==> src/rtl/pmc_pkg.sv <==
package pmc_pkg;
  typedef enum logic [2:0] {
    MODE_RUN   = 3'd0,
    MODE_SLOW  = 3'd1,
    MODE_WAIT  = 3'd2,
    MODE_SWAIT = 3'd3,
    MODE_AHALT = 3'd4,
    MODE_HALT  = 3'd5
  } pmc_mode_e;
endpackage

==> src/rtl/pmc_cfg_reg.sv <==
module pmc_cfg_reg #(
  parameter int SEL_W = 2
) (
  input  logic             clk_i,
  input  logic             rst_ni,
  input  logic             we_i,
  input  logic             slow_i,
  input  logic [SEL_W-1:0] div_i,
  output logic             slow_o,
  output logic [SEL_W-1:0] div_o
);
  always_ff @(posedge clk_i or negedge rst_ni) begin
    if (!rst_ni) begin
      slow_o <= 1'b0;
      div_o  <= '0;
    end else if (we_i) begin
      slow_o <= slow_i;
      div_o  <= div_i;
    end
  end
endmodule

==> src/rtl/pmc_div.sv <==
module pmc_div #(
  parameter int SEL_W = 2
) (
  input  logic             clk_i,
  input  logic             rst_ni,
  input  logic             slow_run_i,
  input  logic [SEL_W-1:0] sel_i,
  output logic             tick_o
);
  localparam int CNT_W = 1 << SEL_W;

  logic [SEL_W-1:0] act_q;
  logic [CNT_W-1:0] cnt_q;
  logic [CNT_W:0]   lim_m1;

  // period = 2 << act, count runs 0 .. period-1
  always_comb begin
    lim_m1 = ((CNT_W+1)'(2) << act_q) - (CNT_W+1)'(1);
    tick_o = slow_run_i && ({1'b0, cnt_q} == lim_m1);
  end

  always_ff @(posedge clk_i or negedge rst_ni) begin
    if (!rst_ni) begin
      cnt_q <= '0;
      act_q <= '0;
    end else if (!slow_run_i) begin
      cnt_q <= '0;
      act_q <= sel_i;
    end else if (tick_o) begin
      cnt_q <= '0;
      act_q <= sel_i;
    end else begin
      cnt_q <= cnt_q + 1'b1;
    end
  end

  AST_NO_BACK_TO_BACK: assert property (@(posedge clk_i) disable iff (!rst_ni)
    tick_o |=> !tick_o);
  AST_DIV_AT_BOUNDARY: assert property (@(posedge clk_i) disable iff (!rst_ni)
    (slow_run_i && !tick_o) |=> $stable(act_q));
endmodule

==> src/rtl/pmc_fsm.sv <==
module pmc_fsm
  import pmc_pkg::*;
(
  input  logic      clk_i,
  input  logic      rst_ni,
  input  logic      slow_sel_i,
  input  logic      tick_i,
  input  logic      wfi_i,
  input  logic      halt_i,
  input  logic      osc_keep_i,
  input  logic      irq_i,
  input  logic      ext_irq_i,
  output pmc_mode_e mode_o,
  output logic      slow_run_o
);
  pmc_mode_e mode_q, mode_d, halt_tgt, wake_tgt;

  always_comb begin
    halt_tgt = osc_keep_i ? MODE_AHALT : MODE_HALT;
    wake_tgt = slow_sel_i ? MODE_SLOW : MODE_RUN;
    mode_d   = mode_q;
    unique case (mode_q)
      MODE_RUN: begin
        if (halt_i)          mode_d = halt_tgt;
        else if (wfi_i)      mode_d = MODE_WAIT;
        else if (slow_sel_i) mode_d = MODE_SLOW;
      end
      MODE_SLOW: begin
        if (halt_i)                   mode_d = halt_tgt;
        else if (wfi_i)               mode_d = MODE_SWAIT;
        else if (tick_i && !slow_sel_i) mode_d = MODE_RUN;
      end
      MODE_WAIT:  if (irq_i || ext_irq_i) mode_d = MODE_RUN;
      MODE_SWAIT: if (irq_i || ext_irq_i) mode_d = MODE_SLOW;
      MODE_AHALT: if (irq_i || ext_irq_i) mode_d = wake_tgt;
      MODE_HALT:  if (ext_irq_i)          mode_d = wake_tgt;
      default:    mode_d = MODE_RUN;
    endcase
  end

  always_ff @(posedge clk_i or negedge rst_ni) begin
    if (!rst_ni) mode_q <= MODE_RUN;
    else         mode_q <= mode_d;
  end

  assign mode_o     = mode_q;
  assign slow_run_o = (mode_q == MODE_SLOW) || (mode_q == MODE_SWAIT);

  AST_MODE_LEGAL: assert property (@(posedge clk_i) disable iff (!rst_ni)
    mode_q <= MODE_HALT);
  AST_HALT_IRQ_IGNORED: assert property (@(posedge clk_i) disable iff (!rst_ni)
    (mode_q == MODE_HALT && !ext_irq_i) |=> mode_q == MODE_HALT);
  AST_SLOW_HOLD: assert property (@(posedge clk_i) disable iff (!rst_ni)
    (mode_q == MODE_SLOW && !tick_i && !wfi_i && !halt_i) |=> mode_q == MODE_SLOW);
  AST_WAIT_HOLD: assert property (@(posedge clk_i) disable iff (!rst_ni)
    (mode_q == MODE_WAIT && !irq_i && !ext_irq_i) |=> mode_q == MODE_WAIT);
endmodule

==> src/rtl/pwr_mode_ctrl.sv <==
module pwr_mode_ctrl
  import pmc_pkg::*;
#(
  parameter int SEL_W = 2
) (
  input  logic             clk_i,
  input  logic             rst_ni,
  input  logic             cfg_we_i,
  input  logic             cfg_slow_i,
  input  logic [SEL_W-1:0] cfg_div_i,
  input  logic             wfi_i,
  input  logic             halt_i,
  input  logic             osc_keep_i,
  input  logic             irq_i,
  input  logic             ext_irq_i,
  output logic             cpu_ce_o,
  output logic             per_ce_o,
  output logic             osc_en_o,
  output logic [2:0]       mode_o
);
  logic             slow_sel, slow_run, tick;
  logic [SEL_W-1:0] div_sel;
  pmc_mode_e        mode;

  pmc_cfg_reg #(.SEL_W(SEL_W)) u_cfg (
    .clk_i (clk_i), .rst_ni(rst_ni), .we_i(cfg_we_i),
    .slow_i(cfg_slow_i), .div_i(cfg_div_i),
    .slow_o(slow_sel), .div_o(div_sel)
  );

  pmc_div #(.SEL_W(SEL_W)) u_div (
    .clk_i(clk_i), .rst_ni(rst_ni), .slow_run_i(slow_run),
    .sel_i(div_sel), .tick_o(tick)
  );

  pmc_fsm u_fsm (
    .clk_i(clk_i), .rst_ni(rst_ni), .slow_sel_i(slow_sel), .tick_i(tick),
    .wfi_i(wfi_i), .halt_i(halt_i), .osc_keep_i(osc_keep_i),
    .irq_i(irq_i), .ext_irq_i(ext_irq_i),
    .mode_o(mode), .slow_run_o(slow_run)
  );

  always_comb begin
    cpu_ce_o = (mode == MODE_RUN) || (mode == MODE_SLOW && tick);
    per_ce_o = (mode == MODE_RUN) || (mode == MODE_WAIT) || (slow_run && tick);
    osc_en_o = (mode != MODE_HALT);
    mode_o   = mode;
  end

  AST_HALT_ALL_OFF: assert property (@(posedge clk_i) disable iff (!rst_ni)
    (mode == MODE_HALT) |-> (!osc_en_o && !cpu_ce_o && !per_ce_o));
  AST_AHALT_OSC_ON: assert property (@(posedge clk_i) disable iff (!rst_ni)
    (mode == MODE_AHALT) |-> (osc_en_o && !cpu_ce_o && !per_ce_o));
  AST_WAIT_CPU_OFF: assert property (@(posedge clk_i) disable iff (!rst_ni)
    (mode == MODE_WAIT || mode == MODE_SWAIT) |-> !cpu_ce_o);
  AST_SWAIT_PER_SYNC: assert property (@(posedge clk_i) disable iff (!rst_ni)
    (mode == MODE_SWAIT && per_ce_o) |=> !per_ce_o);
endmodule

==> config.mk <==
export PLATFORM = sky130hd
export DESIGN_NAME = pwr_mode_ctrl
export DESIGN_NICKNAME = d
export VERILOG_FILES = /design/src/rtl/pmc_pkg.sv /design/src/rtl/pmc_cfg_reg.sv /design/src/rtl/pmc_div.sv /design/src/rtl/pmc_fsm.sv /design/src/rtl/pwr_mode_ctrl.sv
export SDC_FILE = /design/constraint.sdc
export NUM_CORES = 1
export LEC_CHECK = 0
export BUFFER_PORTS_ARGS = -buffer_cell sky130_fd_sc_hd__buf_4
export CAP_MARGIN = 10
export CORE_MARGIN = 2
export CORE_UTILIZATION = 43
export CTS_BUF_LIST = sky130_fd_sc_hd__clkbuf_4 sky130_fd_sc_hd__clkbuf_8
export DETAILED_ROUTE_END_ITERATION = 8
export PLACE_DENSITY = 0.65
export SYNTH_ARGS = -nofsm -noshare
export SYNTH_HDL_FRONTEND = slang
export SYNTH_HIERARCHICAL = 1
export SYNTH_SLANG_ARGS = --single-unit
==> constraint.sdc <==
create_clock -name clk_i -period 2.1 [get_ports clk_i]
set_clock_uncertainty 0.15 [all_clocks]
set_input_delay 0.525 -clock clk_i [delete_from_list [all_inputs] [get_ports clk_i]]
set_output_delay 0.525 -clock clk_i [all_outputs]
set_load 0.005 [all_outputs]
==> results of run 1 <==
-- worst max-delay path: cells and delay by family, from the launching register on --
family          cells  cell delay (ps)
flops               1              420
compound gates      3              460
buf+inv             3              340
simple gates        1              180
-- flip-flops by register name, indices dropped and copies added (netlist names) --
signal	cells
u_div/act_q	2
u_fsm/mode_o	3
u_cfg/div_o	2
u_div/cnt_q	4
u_cfg/slow_o	1
-- cell usage after synthesis (2+ instances only) --
library cell | number | share of area
a31oi_1 | 2 | 0.017
nand2_1 | 2 | 0.010
o21ai_0 | 2 | 0.014
nand2b_1 | 2 | 0.017
nor2b_1 | 2 | 0.017
dfrtp_1 | 12 | 0.42
nand3b_1 | 2 | 0.021
inv_1 | 5 | 0.026
nor3b_1 | 2 | 0.021
xor2_1 | 2 | 0.024
nand3_1 | 3 | 0.021
mux2_2 | 3 | 0.047
nor2_1 | 6 | 0.031
mux2_1 | 2 | 0.031
o211ai_1 | 2 | 0.021
-- through the flow --
stage	area [µm²]	hold WS, ps	total power [mW]
final	1010	342	0.987
after global routing	1010	335	1.06
after CTS	995	336	0.979
after detailed placement	913	218	0.801
after global placement	913	219	0.789
after floorplan	717	79.4	0.587
-- timing repair --
action	CTS	global route
hold buffers	1	0
endpoints found under the setup margin	2	2
gates resized for setup	7	1
setup buffers	3	1
gates cloned	0	0
pin swaps	6	0
hold endpoints to repair	12	0
-- worst paths after layout --
kind,from,endpoint,cells after the start
max,u_div/act_q[1]$_DFFE_PN0P_,cpu_ce_o,7
min,cfg_slow_i,u_cfg/slow_o$_DFFE_PN0P_,2
max reg2reg,u_div/act_q[1]$_DFFE_PN0P_,u_fsm/mode_o[0]$_DFFE_PN0P_,10
min reg2reg,u_cfg/div_o[0]$_DFFE_PN0P_,u_div/act_q[0]$_DFFE_PN0P_,1
max in group asynchronous,rst_ni,u_div/act_q[0]$_DFFE_PN0P_,2
min in group asynchronous,rst_ni,u_div/cnt_q[3]$_DFF_PN0_,2
-- layout make-up --
type                    instances  area [µm²]
fillers                       138         534
well taps                      16        20.0
repair buffers                 30         235
inverters                       5        18.8
clock buffers                   3        22.5
flip-flops and latches         12         302
multi-input cells              50         409
-- power by group --
group | internal, mW | leakage, nW | switching, mW | total (mW)
combinational | 0.275 | 0.302 | 0.226 | 0.501
clock | 0.0661 | 0.0138 | 0.0649 | 0.131
sequential | 0.291 | 0.150 | 0.0633 | 0.355
total | 0.633 | 0.465 | 0.354 | 0.987
-- layer usage --
layer | up-vias | part of all wire | global-route usage
met5 | - | 0 | 0
met4 | 0 | 0.0084 | 0.112
met3 | 2 | 0.019 | 0.0120
met2 | 7 | 0.52 | 0.345
met1 | 300 | 0.46 | 0.237
li1 | 311 | - | -
-- cell families (layout without fill, tap and decap cells) --
group,Yosys count,after routing,share of synthesized area
mux,6,6,0.0925
simple gates,28,28,0.260
fa+ha+maj,1,1,0.0174
buf+inv,6,38,0.0419
flops,12,12,0.419
xor+xnor,3,3,0.0367
compound gates,12,12,0.133
==> impl_metrics.yaml, run 1 <==
global_route:
  grt_max_degree: 13
  grt_pass1_vias: 661
  grt_use_total: 0.196
  grt_pass1_wl_um: 2820
  grt-ovfl-total: 0
  antenna_found_initial: 0
outcome:
  violations: "negative setup slack"
  status: "finished with violations"
placement:
  numPortBuffers: 16
  dp_cells: 108
  hpwl_um: 1170
  place.gp.congestion: 0.795
  place_ws_ps: -34.2
power:
  powerDensity_nw_per_um2: 980
  p_leak_nw: 0.465
  vdd_drop_max_mv: 0.616
sta:
  max_freq_ghz: 0.428
  setup_viol: 2
  rsz0062_at_grt: "yes"
  finalCriticalPeriod_ps: 2340
  hold_violations: 0
  slew_headroom: 0.794
  fin_ws_ps: -237
  fin_crit_sh: 1.11
  drv_slew: 0
  fin_setup_tns_ps: -469
  worst_slew_pin_slew_ps: 310
final_layout:
  layout_commonest_cell: "buf_4"
  areaGrowthSynthToFinish_pct: 40.5
  fin_cells: 116
  diodes: 0
  postLayoutCoreUtil: 0.653
  mostFrequentLayoutCells: "buf_4, dfrtp_1, nor2_1"
  nets: 114
  drive_gt1_frac: 0.450
setup_path:
  cp_slowest_stage_delay_ps: 420
  slowest_stage: "dfrtp_1"
  required_ps: 1420
  start_kind: "register"
  r2r_slack_ps: 110
  arrival_ps: 1660
  crit_type: "register to output pin"
  worstSetupEndpointType: "output pin"
  crit_chain: "buf_6 -> nor3_4 -> a32oi_2 -> a21boi_1 -> inv_1 -> a211oi_2 -> buf_4"
  critPathMaxFanout: 4
routing:
  firstDrtPassIters: 3
  vias_per_cell: 5.34
  drcViolationCount: 0
  avgRoutedWirePerCell_um: 14.3
  drt-total-wl_um: 1660
  drtIter0Drc: 3
  ant_nets: 0
  num_vias: 620
logic_synthesis:
  ys_types: 34
  syn-cell-area_um2: 717
  synth-edff-count: 0
  synth_seq_area_share: 0.419
  synth_flop_cell: "dfrtp_1"
  syn_inst: 68
  ys_ff_latch: 12
  async_flop_share: 1.00
  synth_warnings: 6
  synth_fp_nets: 80
  syn_avg_cell_area_um2: 10.5
clock_network:
  clock-sinks: 12
  cts_root_buffer: "clkbuf_4"
  cts.path.max_buffers: 2
  htree_levels: 1
  clk-insertion-delay-late_ps: 260
  clk_pin_slew_ps: 70
  cts_buffers: 3
  tritoncts: "yes"
floorplan:
  num_io_pins: 17
  dieWidth_um: 44.8
  start_util: 0.465
  die-area_um2: 2010
  rows: 14
  coreArea_um2: 1540
  dieHeight_um: 44.8
min_path:
  hold_class: "input pin to register"
run:
  maxCapViolCount: 0
Note: power is estimated with default switching activity, not from simulation.
==> run 2, diff against run 1 <==
--- a/config.mk
+++ b/config.mk
@@ -11,7 +11,7 @@
 export CORE_UTILIZATION = 43
 export CTS_BUF_LIST = sky130_fd_sc_hd__clkbuf_4 sky130_fd_sc_hd__clkbuf_8
 export DETAILED_ROUTE_END_ITERATION = 8
-export PLACE_DENSITY = 0.65
+export PLACE_DENSITY = 0.66
 export SYNTH_ARGS = -nofsm -noshare
 export SYNTH_HDL_FRONTEND = slang
 export SYNTH_HIERARCHICAL = 1
==> impl_metrics.yaml, run 2 (synthesized netlist as in run 1, its figures left out) <==
outcome:
  status: "finished with violations"
  violations: "negative setup slack"
placement:
  place.gp.congestion: 0.774
  place_ws_ps: -89.4
  hpwl_um: 1110
  numPortBuffers: 16
min_path:
  hold_class: "input pin to register"
setup_path:
  path_buf_inv: 3
  critPathTopFamily: "buffers and inverters"
  critPathMaxFanout: 4
  cpMostUsedCell: "buf_4"
  cp_slowest_stage_delay_ps: 400
  timing.critical_path.to: "per_ce_o"
  ff2ff_path_depth: 10
  r2r_slack_ps: 110
  crit_path_start: "u_div/act_q[1]$_DFFE_PN0P_"
  arrival_ps: 1720
  worstSetupEndpointType: "output pin"
  crit_chain: "buf_6 -> and4bb_1 -> o211ai_1 -> a21boi_1 -> buf_4 -> nand2_1 -> o21ai_1 -> buf_4"
  r2r_start: "u_div/act_q[1]$_DFFE_PN0P_"
  start_kind: "register"
  slowest_stage: "dfrtp_1"
  required_ps: 1420
  crit_type: "register to output pin"
  cp.depth: 8
  r2r-end: "u_fsm/mode_o[0]$_DFFE_PN0P_"
routing:
  drtIter0Drc: 10
  drt-total-wl_um: 1490
  num_vias: 622
  ant_nets: 0
  firstDrtPassIters: 4
  avgRoutedWirePerCell_um: 12.9
  drcViolationCount: 0
  vias_per_cell: 5.36
sta:
  finalCriticalPeriod_ps: 2400
  fin_crit_sh: 1.14
  slew_headroom: 0.785
  setup_viol: 2
  max_freq_ghz: 0.417
  drv_slew: 0
  worst_slew_pin_slew_ps: 322
  rsz0062_at_grt: "yes"
  fin_ws_ps: -298
  whs_ps: 330
  fin_setup_tns_ps: -551
  hold_violations: 0
power:
  powerDensity_nw_per_um2: 1010
  vdd_drop_max_mv: 0.535
  p_leak_nw: 0.465
global_route:
  antenna_found_initial: 0
  grt_max_degree: 13
  grt_pass1_wl_um: 2730
  grt-ovfl-total: 0
  grt_use_total: 0.190
  grt_pass1_vias: 609
final_layout:
  fill_cells: 141
  areaGrowthSynthToFinish_pct: 39.6
  mostFrequentLayoutCells: "buf_4, dfrtp_1, nor2_1"
  layout_commonest_cell: "buf_4"
  drive_gt1_frac: 0.430
  nets: 113
  largest-register: "u_div/cnt_q"
  largest_reg_flops: 4
  diodes: 0
clock_network:
  htree_levels: 1
  cts_buffers: 3
  clk_pin_slew_ps: 70
  clock-sinks: 12
  clk-insertion-delay-late_ps: 270
  cts.path.max_buffers: 2
  tritoncts: "yes"
  cts_root_buffer: "clkbuf_4"
floorplan:
  die-area_um2: 2010
  coreArea_um2: 1540
  dieHeight_um: 44.8
  rows: 14
  dieWidth_um: 44.8
  start_util: 0.465
  num_io_pins: 17
run:
  maxCapViolCount: 0
run 2: cell count changes in the layout (fill, tap and decap cells not counted):
| cell | change |
|---|---|
| buf_4 | -1 |
| clkbuf_8 | +1 |
| dfrtp_1 | +1 |
| dfrtp_2 | -1 |
| nor3_2 | +1 |
| nor3_4 | -1 |
| nor3b_1 | +1 |
| nor3b_2 | -1 |
run 2: final cells by class:
cell class                      instances  area [µm²]  area share
Clock buffer                            4        36.3      0.0363
Inverter                                5        18.8      0.0188
Multi-Input combinational cell         50         398       0.398
Sequential cell                        12         300       0.300
Tap cell                               16        20.0      0.0200
Timing Repair Buffer                   29         228       0.227
run 2: how the worst min path moves through the flow:
stage / start / endpoint / slack (ps) / cells after the start
after floorplan: rst_ni / u_cfg/div_o[0]$_DFFE_PN0P_ / 80 / 0
after global placement: rst_ni / u_cfg/div_o[0]$_DFFE_PN0P_ / 220 / 1
after detailed placement: rst_ni / u_cfg/div_o[0]$_DFFE_PN0P_ / 220 / 1
after CTS: cfg_div_i[0] / u_cfg/div_o[0]$_DFFE_PN0P_ / 320 / 2
after global routing: cfg_div_i[1] / u_cfg/div_o[1]$_DFFE_PN0P_ / 320 / 2
final: cfg_div_i[0] / u_cfg/div_o[0]$_DFFE_PN0P_ / 330 / 2
run 2: worst reg2reg max path, delay by kind of cell (launching register included):
family / cells / cell delay (ps)
AOI/OAI and AO/OA: 4 / 580
DFF: 1 / 400
buffers and inverters: 3 / 400
and+or+nand+nor: 3 / 380
run 2: power by group:
group | internal [mW] | total (mW) | switching, mW | leakage (nW)
Sequential | 0.289 | 0.337 | 0.0478 | 0.151
Clock | 0.105 | 0.180 | 0.0743 | 0.0210
Combinational | 0.272 | 0.497 | 0.224 | 0.293
run 2: what timing repair did:
action / CTS / global route
pin swaps: 5 / 0
hold buffers: 1 / 0
setup endpoints to repair: 2 / 2
hold endpoints to repair: 12 / 0
gates resized for setup: 5 / 0
setup buffers: 2 / 2
run 2: metrics by stage:
step,total power [mW],cell area (µm²),cells,utilization
after floorplan,0.587,717,68,-
after global placement,0.785,906,107,0.588
after detailed placement,0.796,906,107,0.588
after CTS,1.01,986,114,0.640
after global routing,1.10,1000,116,0.649
final,1.01,1000,116,0.649
run 2: per-layer routing:
layer / GRT usage / vias to the layer above / routed length, µm
met4: 0.135 / 0 / 29
met2: 0.261 / 20 / 674
met1: 0.264 / 287 / 699
met3: 0.0440 / 4 / 88
met5: 0 / - / 0
li1: - / 311 / -
==> run 3, diff against run 2 <==
--- a/config.mk
+++ b/config.mk
@@ -7,11 +7,14 @@
 export LEC_CHECK = 0
 export BUFFER_PORTS_ARGS = -buffer_cell sky130_fd_sc_hd__buf_4
 export CAP_MARGIN = 10
+export CELL_PAD_IN_SITES_DETAIL_PLACEMENT = 2
+export CELL_PAD_IN_SITES_GLOBAL_PLACEMENT = 2
 export CORE_MARGIN = 2
-export CORE_UTILIZATION = 43
+export CORE_UTILIZATION = 34
 export CTS_BUF_LIST = sky130_fd_sc_hd__clkbuf_4 sky130_fd_sc_hd__clkbuf_8
 export DETAILED_ROUTE_END_ITERATION = 8
-export PLACE_DENSITY = 0.66
+export PLACE_DENSITY_LB_ADDON = 0.1
+export REMOVE_ABC_BUFFERS = 1
 export SYNTH_ARGS = -nofsm -noshare
 export SYNTH_HDL_FRONTEND = slang
 export SYNTH_HIERARCHICAL = 1
==> impl_metrics.yaml, run 3 (synthesized netlist as in run 1, its figures left out) <==
global_route:
  grt_pass1_vias: 744
  antenna_found_initial: 0
  grt_pass1_wl_um: 3530
  grt_use_total: 0.192
  grt_max_degree: 13
  grt-ovfl-total: 0
setup_path:
  r2r_slack_ps: 150
  worstSetupEndpointType: "output pin"
  slowest_stage: "dfrtp_1"
  required_ps: 1420
  r2r-end: "u_fsm/mode_o[0]$_DFFE_PN0P_"
  start_kind: "register"
  crit_chain: "and4bb_1 -> o211ai_1 -> a21boi_1 -> inv_1 -> a211oi_2 -> buf_4"
  ff2ff_path_depth: 9
  r2r_start: "u_div/act_q[0]$_DFFE_PN0P_"
  crit_type: "register to output pin"
  cp_slowest_stage_delay_ps: 430
  critPathTopFamily: "compound AO/OA/AOI/OAI gates"
  critPathMaxFanout: 5
  path_buf_inv: 2
  arrival_ps: 1690
floorplan:
  coreArea_um2: 1980
  rows: 16
  start_util: 0.362
  dieHeight_um: 49.9
  num_io_pins: 17
  dieWidth_um: 49.9
  die-area_um2: 2490
sta:
  setup_viol: 2
  slew_headroom: 0.763
  fin_crit_sh: 1.13
  worst_slew_pin_slew_ps: 356
  fin_ws_ps: -266
  rsz0062_at_grt: "yes"
  finalCriticalPeriod_ps: 2370
  max_freq_ghz: 0.423
  drv_slew: 0
  hold_violations: 0
clock_network:
  tritoncts: "yes"
  clock-sinks: 12
  cts.path.max_buffers: 2
  clk-insertion-delay-late_ps: 260
  cts_buffers: 3
  cts_root_buffer: "clkbuf_4"
  htree_levels: 1
  clk_pin_slew_ps: 70
power:
  vdd_drop_max_mv: 0.461
  seqPwrFrac: 0.355
  p_leak_nw: 0.464
  p_int_mw: 0.624
  p_switching_mw: 0.368
  p_sw_frac: 0.371
  pwr-share-clk: 0.136
  powerDensity_nw_per_um2: 979
  combPwrFrac: 0.508
routing:
  vias_per_cell: 5.16
  drt-total-wl_um: 2140
  avgRoutedWirePerCell_um: 16.8
  firstDrtPassIters: 4
  num_vias: 655
  drtIter0Drc: 5
  drcViolationCount: 0
  ant_nets: 0
final_layout:
  postLayoutCoreUtil: 0.511
  areaGrowthSynthToFinish_pct: 41.2
  largest_reg_flops: 4
  fin_area_um2: 1010
  nets: 114
  multi_input_area_um2: 404
  diodes: 0
  fill_cells: 208
  mostFrequentLayoutCells: "buf_4, dfrtp_1, nor2_1"
  drive_gt1_frac: 0.460
  layout_commonest_cell: "buf_4"
  largest-register: "u_div/cnt_q"
  regArea_um2: 302
min_path:
  whs_path_depth: 2
  min_from: "cfg_div_i[1]"
  holdPathEnd: "u_cfg/div_o[1]$_DFFE_PN0P_"
  hold_class: "input pin to register"
placement:
  placed_cell_area_um2: 920
  numPortBuffers: 16
  hpwl_um: 1440
  place.gp.congestion: 0.799
outcome:
  status: "finished with violations"
  violations: "negative setup slack"
run:
  maxCapViolCount: 0
[run 3: timing repair]
action,4_1_cts,5_1_grt
gates resized for setup,5,2
hold endpoints to repair,12,0
hold buffers,1,0
setup buffers,4,1
pin swaps,5,3
endpoints found under the setup margin,2,3
[run 3: metrics by stage]
step                std cells  hold slack, ps  TNS, ps  worst slack, ps  power (mW)
finish                    127             362     -496             -266       0.991
global route              127             348     -808             -428        1.07
CTS                       126             330     -515             -279       0.992
detailed placement        118             222     -147            -85.2       0.805
global placement          118             220    -67.9            -55.7       0.784
floorplan                  67            79.4        0             75.1       0.576
[run 3: how the worst max path moves through the flow]
stage	endpoint	start	slack (ps)	cells past startpoint
CTS	cpu_ce_o	u_div/cnt_q[2]$_DFF_PN0_	-280	6
finish	cpu_ce_o	u_div/act_q[0]$_DFFE_PN0P_	-270	6
detailed placement	cpu_ce_o	u_div/cnt_q[3]$_DFF_PN0_	-90	6
global route	cpu_ce_o	u_div/act_q[0]$_DFFE_PN0P_	-430	6
global placement	cpu_ce_o	u_div/cnt_q[3]$_DFF_PN0_	-60	6
floorplan	cpu_ce_o	u_div/cnt_q[3]$_DFF_PN0_	80	5
[run 3: per-layer routing]
metal  track usage  routed length (µm)  up-vias
met2         0.360                1180        9
met3        0.0364                  50        0
met1         0.222                 906      336
li1              -                   -      310
met4        0.0417                   0        0
met5             0                   0        -
[run 3: cell type report]
| cell class | count | share of cell area |
|---|---|---|
| Tap cell | 27 | 0.0334 |
| Multi-Input combinational cell | 50 | 0.399 |
| Timing Repair Buffer | 30 | 0.229 |
| Sequential cell | 12 | 0.298 |
| Inverter | 5 | 0.0185 |
| Clock buffer | 3 | 0.0222 |
[run 3: power groups by stage]
stage	Sequential, mW	Clock, mW	Combinational (mW)
6_report	0.352	0.135	0.504
5_1_grt	0.365	0.149	0.555
4_1_cts	0.351	0.145	0.496
3_5_place_dp	0.354	0	0.451
3_3_place_gp	0.346	0	0.438
2_1_floorplan	0.375	0	0.201
